`src/rtl/sdc_pkg.sv`:
```
// Package: shared types for the digit counter.
// Assumes a fixed four-bit digit.
package sdc_pkg;
    localparam int DIGIT_W = 4;
    typedef logic [DIGIT_W-1:0] digit_t;

    // Action taken at the next rising edge (clear is handled by the register).
    typedef enum logic [1:0] {
        OP_HOLD  = 2'd0,
        OP_LOAD  = 2'd1,
        OP_COUNT = 2'd2
    } op_e;

    // Largest legal code for the selected modulus.
    function automatic digit_t max_code(input bit decade);
        return decade ? digit_t'(9) : digit_t'(15);
    endfunction
endpackage

```
`src/rtl/sdc_mode_sel.sv`:
```
// Module: decodes the load and the two count enables into one action.
// Assumes the controls are steady around the clock edge. Load outranks counting.
module sdc_mode_sel
    import sdc_pkg::*;
(
    input  logic load_n,
    input  logic cep,
    input  logic cet,
    output op_e  op
);
    // Priority decode: load, then count, then hold.
    always_comb begin
        if (!load_n)
            op = OP_LOAD;
        else if (cep && cet)
            op = OP_COUNT;
        else
            op = OP_HOLD;
    end
endmodule

```
`src/rtl/sdc_next_state.sv`:
```
// Module: next-state value for the chosen action.
// In decade mode the codes 10..15 follow a fixed steering map back into 0..9.
module sdc_next_state
    import sdc_pkg::*;
#(
    parameter bit DECADE = 1'b1
) (
    input  op_e    op,
    input  digit_t q,
    input  digit_t d,
    output digit_t nxt
);
    localparam digit_t TOP = max_code(DECADE);

    digit_t inc_val;

    // Increment with wrap at the top code and illegal-code steering.
    always_comb begin
        inc_val = digit_t'(q + 1'b1);
        if (q == TOP) begin
            inc_val = '0;
        end else if (DECADE && (q > TOP)) begin
            case (q)
                4'd11:   inc_val = 4'd6;
                4'd13:   inc_val = 4'd4;
                4'd15:   inc_val = 4'd2;
                default: inc_val = digit_t'(q + 1'b1);
            endcase
        end
    end

    // Choose the next value from the action.
    always_comb begin
        unique case (op)
            OP_LOAD:  nxt = d;
            OP_COUNT: nxt = inc_val;
            default:  nxt = q;
        endcase
    end
endmodule

```
`src/rtl/sdc_term_detect.sv`:
```
// Module: terminal-count decode, gated by the trickle enable.
// Purely combinational, so a chained stage sees a change on cet in the same cycle.
module sdc_term_detect
    import sdc_pkg::*;
#(
    parameter bit DECADE = 1'b1
) (
    input  digit_t q,
    input  logic   cet,
    output logic   tc
);
    localparam digit_t TOP = max_code(DECADE);

    // Full decode of the top code.
    always_comb tc = cet && (q == TOP);
endmodule

```
`src/rtl/sdc_state_reg.sv`:
```
// Module: the state register. The clear style is chosen by a parameter.
// Assumes clear_n is active low in both styles.
module sdc_state_reg
    import sdc_pkg::*;
#(
    parameter bit SYNC_CLEAR = 1'b1
) (
    input  logic   clk,
    input  logic   clear_n,
    input  digit_t nxt,
    output digit_t q
);
    generate
        if (SYNC_CLEAR) begin : g_sync
            // Clear taken on the edge, ahead of every other control.
            always_ff @(posedge clk) begin
                if (!clear_n) q <= '0;
                else          q <= nxt;
            end
        end else begin : g_async
            // Clear applied at once, with no clock needed.
            always_ff @(posedge clk or negedge clear_n) begin
                if (!clear_n) q <= '0;
                else          q <= nxt;
            end
        end
    endgenerate
endmodule

```
`src/rtl/sync_digit_counter.sv`:
```
// Module: top of the loadable decade/binary digit counter.
// DECADE selects modulo 10 or 16. SYNC_CLEAR selects the clear style.
// Stages chain by wiring tc to the next stage's cet.
module sync_digit_counter
    import sdc_pkg::*;
#(
    parameter bit DECADE     = 1'b1,
    parameter bit SYNC_CLEAR = 1'b1
) (
    input  logic         clk,
    input  logic         clear_n,
    input  logic         load_n,
    input  logic         cep,
    input  logic         cet,
    input  logic [3:0]   d,
    output logic [3:0]   q,
    output logic         tc
);
    op_e    op;
    digit_t nxt;

    sdc_mode_sel u_mode (
        .load_n (load_n),
        .cep    (cep),
        .cet    (cet),
        .op     (op)
    );

    sdc_next_state #(.DECADE(DECADE)) u_next (
        .op  (op),
        .q   (q),
        .d   (d),
        .nxt (nxt)
    );

    sdc_state_reg #(.SYNC_CLEAR(SYNC_CLEAR)) u_reg (
        .clk     (clk),
        .clear_n (clear_n),
        .nxt     (nxt),
        .q       (q)
    );

    sdc_term_detect #(.DECADE(DECADE)) u_term (
        .q   (q),
        .cet (cet),
        .tc  (tc)
    );
endmodule

```
`config.mk`:
```
export PLATFORM = sky130hd
export DESIGN_NAME = sync_digit_counter
export DESIGN_NICKNAME = d
export VERILOG_FILES = /design/src/rtl/sdc_pkg.sv /design/src/rtl/sdc_mode_sel.sv /design/src/rtl/sdc_next_state.sv /design/src/rtl/sdc_term_detect.sv /design/src/rtl/sdc_state_reg.sv /design/src/rtl/sync_digit_counter.sv
export SDC_FILE = /design/constraint.sdc
export NUM_CORES = 1
export LEC_CHECK = 0
export CORE_AREA = 4 4 41 43
export CTS_CLUSTER_DIAMETER = 60
export DETAILED_ROUTE_END_ITERATION = 6
export DIE_AREA = 0 0 45 47
export GPL_TIMING_DRIVEN = 0
export HOLD_SLACK_MARGIN = 0.15
export PLACE_DENSITY = 0.47
export SYNTH_ARGS = -nofsm -noshare
export SYNTH_HDL_FRONTEND = slang
export SYNTH_SLANG_ARGS = --single-unit
```
`constraint.sdc`:
```
create_clock -name clk -period 2.3 [get_ports clk]
set_clock_uncertainty 0.2 [all_clocks]
set_input_delay 0.23 -clock clk [delete_from_list [all_inputs] [get_ports clk]]
set_output_delay 0.23 -clock clk [all_outputs]
set_load 0.01 [all_outputs]
```
# After elaboration in Yosys (flattened, before gate mapping)

Cells that the tools add are included.

$add $sub $neg: 1
$lt $le $gt $ge: 1
Eq/ne operators: 6
Multiplexer cells: 6
Reductions and logical operators: 3

Operators by type and width:

| cell                | number |
|---|---|
| $eq 4x4->1 const B  | 4 |
| $pmux 4 s3          | 1 |
| $mux 4              | 2 |
| $pmux 4 s2          | 1 |
| $add 4x1->4 const B | 1 |
| $gt 4x4->1 const B  | 1 |
| $mux 2              | 2 |
| $eq 2x1->1 const B  | 1 |
| $eq 2x2->1 const B  | 1 |
| $logic_and 1x1->1   | 2 |
| $reduce_bool 2->1   | 1 |

Flip-flop bits (word level): 4
Output and inout port bits: 5

# Depth between registers and ports, before layout

Depth after elaboration: 5
Depth in mapped cells: 6
Gate-level depth less buffers: 6

# Hierarchy

Synthesis repeated with hierarchy kept, for this count alone.

Cells, all modules: 51
Area, all modules: 387.9 um^2

Modules (own cells, without submodules):

| module          | instances | cells each | area an instance (um^2) | sequential area each (um^2) |
|---|---|---|---|---|
| sdc_next_state  | 1         | 39         | 260.2                   | 0.0 |
| sdc_state_reg   | 1         | 8          | 105.1                   | 80.1 |
| sdc_term_detect | 1         | 2          | 12.5                    | 0.0 |
| sdc_mode_sel    | 1         | 2          | 10.0                    | 0.0 |

# Worst setup path after synthesis

OpenSTA, ideal clock, no wires.

Kind: flip-flop to flip-flop
Start point: register u_reg.q[1]
End point: register u_reg.q[1]
Setup time: 0.066 ns
Data arrival time: 1.403 ns
Data required time: 2.034 ns
Slack: 0.631 ns
Stages on the path, launching flop included: 7
Buffers on the path: 0
Path through: dfxtp_1 inv_1 ha_1 o21ba_1 nand3b_1 a221o_1 a21boi_2

Cells in the longest elaborated chain, start to end: 5
Elaborated cells on any way between the ends: 10

RTL lines:

| element                                          | RTL line                                                         | source |
|---|---|---|
| start: declaration                               | sdc_state_reg.sv:11                                              | `output digit_t q` |
| start signal: assignment                         | sdc_state_reg.sv:18                                              | `else q <= nxt;` |
| $add 4x1->4 / $eq 4x4->1 (equally long branches) | sdc_next_state.sv:19, sdc_next_state.sv:27, sdc_next_state.sv:23 |  |
| $pmux 4 s3                                       | sdc_next_state.sv:23                                             | `case (q)` |
| $mux 4                                           | sdc_next_state.sv:22                                             | `end else if (DECADE && (q > TOP)) begin` |
| $mux 4 (*)                                       | sdc_next_state.sv:20                                             | `if (q == TOP) begin` |
| $pmux 4 s2 (*)                                   | sdc_next_state.sv:34                                             | `unique case (op)` |

Every way passes the cells marked *; elsewhere a longest branch is shown, timed or not.
A chain may end at the register's enable or synchronous reset.

# Worst setup path after layout

Start point: register u_reg.q[1]
End point: output port tc

Cells in the longest elaborated chain, start to end: 2

RTL lines:

| element           | RTL line                 | source |
|---|---|---|
| $eq 4x4->1        | sdc_term_detect.sv:15    | `always_comb tc = cet && (q == TOP);` |
| $logic_and 1x1->1 | sdc_term_detect.sv:15    |  |
| end: declaration  | sync_digit_counter.sv:17 | `output logic tc` |

Every way passes these cells.

==> reports/metrics.cfg <==
[detailed_routing]
wirelength_microns=831
ant_nets=0
drcViolationCount=0
drt_iter0_drc=5
wire_per_inst_microns=12.4
vias=323
drtPass1Iterations=4
routed_via_density=4.82

[floorplan]
die_x_microns=45
die_h_microns=47
boundaryPins=14
die_area_sq_um=2120
start_util_pct=23.0
placement_rows=13
core_area_sq_um=1300

[run_status]
outcome=finished, final reports clean

[worst_setup_path]
r2r_start=u_reg.q[1]
cp.required_ns=1.87
worst-path-max-fanout=4
start_kind=flip-flop
arrival_ns=1.34
path_class=reg -> out
r2r_setup_slack_ns=0.56
reg2reg_depth=6
r2r_end=u_reg.q[1]
cp-end-kind=primary output

[flow_run]
maxCapViolations=0

[global_route]
grt_max_degree=9
grt_pass1_wl_mm=1.54
track_usage_pct=10.3
grt_pass1_vias=381
antenna_found_initial=0
overflow=0

[final_layout]
final_core_utilization_pct=36.4
antenna_cells=0
final_layout_size_suffix_gt1_share_pct=9.62
final_cell_mix=12 x clkdlybuf4s50_1, 6 x o21ai_0, 4 x nand2_1
largest_register=u_reg.q
largest_register_ffs=4
nets=66
final_common_cell=clkdlybuf4s50_1
fill_cells=152
syn_to_final_growth_pct=58.6
top_regs=u_reg.q x4

[hold_path]
hold_path.class=in -> reg
hold_start=d[1]
hold_depth=3
hold_end=u_reg.q[1]

[sta]
layout_min_cycle_time_ns=1.77
rsz0062_at_grt=no
tightest_slew_ns=0.234
hold_viol=0
finalSetupViolations=0
finalSetupTns_ns=0
finalCritPeriodShare_pct=77.0
report.final.slew_viol_count=0
slew_headroom_pct=84.4
fmax_mhz=565

[clock_network]
numCtsBuffers=3
clock_latency_ns=0.23
cts_sinks=4
max-clock-path-buffers=2
cts_setup_buffers=0
cts_tree=done
cts-htree-levels=1
clkSlewWorstSetupHoldPaths_ns=0.04
cts-root-buf=clkbuf_4

[synth]
synthesis.nets=48
ys_seq_area_share_pct=26.8
synth-seq-cells=4
yosysUniqueCellTypes=17
synthesis.area_sq_um=299
yosysWarnings=0
syn_area_per_cell_sq_um=8.31
synth_area_leaders=dfxtp_1 27%, ha_1 13%, o21ai_0 10%
syn_inst=36
yosysTopAreaCell=dfxtp_1
synth.top_cell.area_share_pct=26.8

[place]
dpl.hpwl_microns=703
port-buffer-count=13
place_congestion=0.739

[pwr]
p_leak_nw=0.215
power.internal_mw=0.169
ir_worst_vdd_uv=251
switching_share_pct=26.7
switching_power_mw=0.0616
clockPowerShare_pct=37.9
seqPwrFrac_pct=36.5
combPwrFrac_pct=25.6
power_density_nw_per_um2=487

[stage by stage]
| stage | power (mW) | setup WS (ns) | cell area [sq um] | hold slack [ns] | std cells |
|---|---|---|---|---|---|
| after global placement | 0.143 | 0.352 | 448 | 0.421 | 64 |
| final | 0.231 | 0.530 | 474 | 0.372 | 67 |
| after detailed placement | 0.145 | 0.320 | 448 | 0.428 | 64 |
| after global routing | 0.249 | 0.386 | 474 | 0.409 | 67 |
| after CTS | 0.236 | 0.0617 | 470 | 0.371 | 67 |
| after floorplan | 0.110 | 0.631 | 299 | 0.119 | 36 |
[how the worst max path moves through the flow]
stage | slack, ns | from | end
finish | 0.53 | u_reg.q[1] | tc
global placement | 0.35 | u_reg.q[0] | tc
detailed placement | 0.32 | u_reg.q[0] | tc
CTS | 0.06 | u_reg.q[0] | tc
global route | 0.39 | u_reg.q[1] | tc
floorplan | 0.63 | u_reg.q[1] | u_reg.q[1]
[metal layers]
layer | track usage (%) | part of all wire [%] | vias to the layer above
met2 | 17.2 | 53 | 8
li1 | - | - | 165
met3 | 1.15 | 1.9 | 2
met5 | 0 | 0 | -
met1 | 11.1 | 42 | 148
met4 | 10.5 | 2.6 | 0
[synth_stat cells, drive strengths merged]
cell	count
a21boi	1
a21oi	2
a221o	1
and3	1
dfxtp	4
ha	3
inv	3
nand2	4
nand3	2
nand3b	1
nand4	1
nor3b	1
o211a	2
o21ai	6
o21ba	1
o221ai	1
xor2	2
[worst max-delay path, stage by stage (launching register included)]
cell	delay (ns)
dfxtp_1	0.33
inv_1	0.10
ha_1	0.18
nand2_1	0.11
nor3b_1	0.20
dlymetal6s2s_1	0.18
[area by class of cell]
cell class	instances	area, sq um	area share, %
clock buffers	3	22.5	4.75
inverters	3	11.3	2.37
multi-input cells	29	208	43.8
flip-flops and latches	4	81.3	17.2
well taps	15	18.8	3.96
repair buffers	13	133	28.0
[cell families after synthesis]
group | after synthesis | synth area share (%)
flip-flops | 4 | 26.8
AND/OR/NAND/NOR | 10 | 17.6
XOR/XNOR | 2 | 5.86
buffers and inverters | 3 | 3.77
adder cells (fa/ha/maj) | 3 | 12.6
AO/OA/AOI/OAI | 14 | 33.5
[what timing repair did]
item	in CTS	in global routing
endpoints found under the setup margin	0	1
hold buffers	0	0
gates resized for setup	0	2
[power groups by stage]
stage | registers (mW) | logic [mW] | clock network [mW]
floorplan | 0.0855 | 0.0244 | 0
global placement | 0.0847 | 0.0583 | 0
detailed placement | 0.0852 | 0.0600 | 0
CTS | 0.0841 | 0.0603 | 0.0921
global route | 0.0859 | 0.0665 | 0.0966
finish | 0.0843 | 0.0591 | 0.0876
Power figures use the tool's default switching activity.
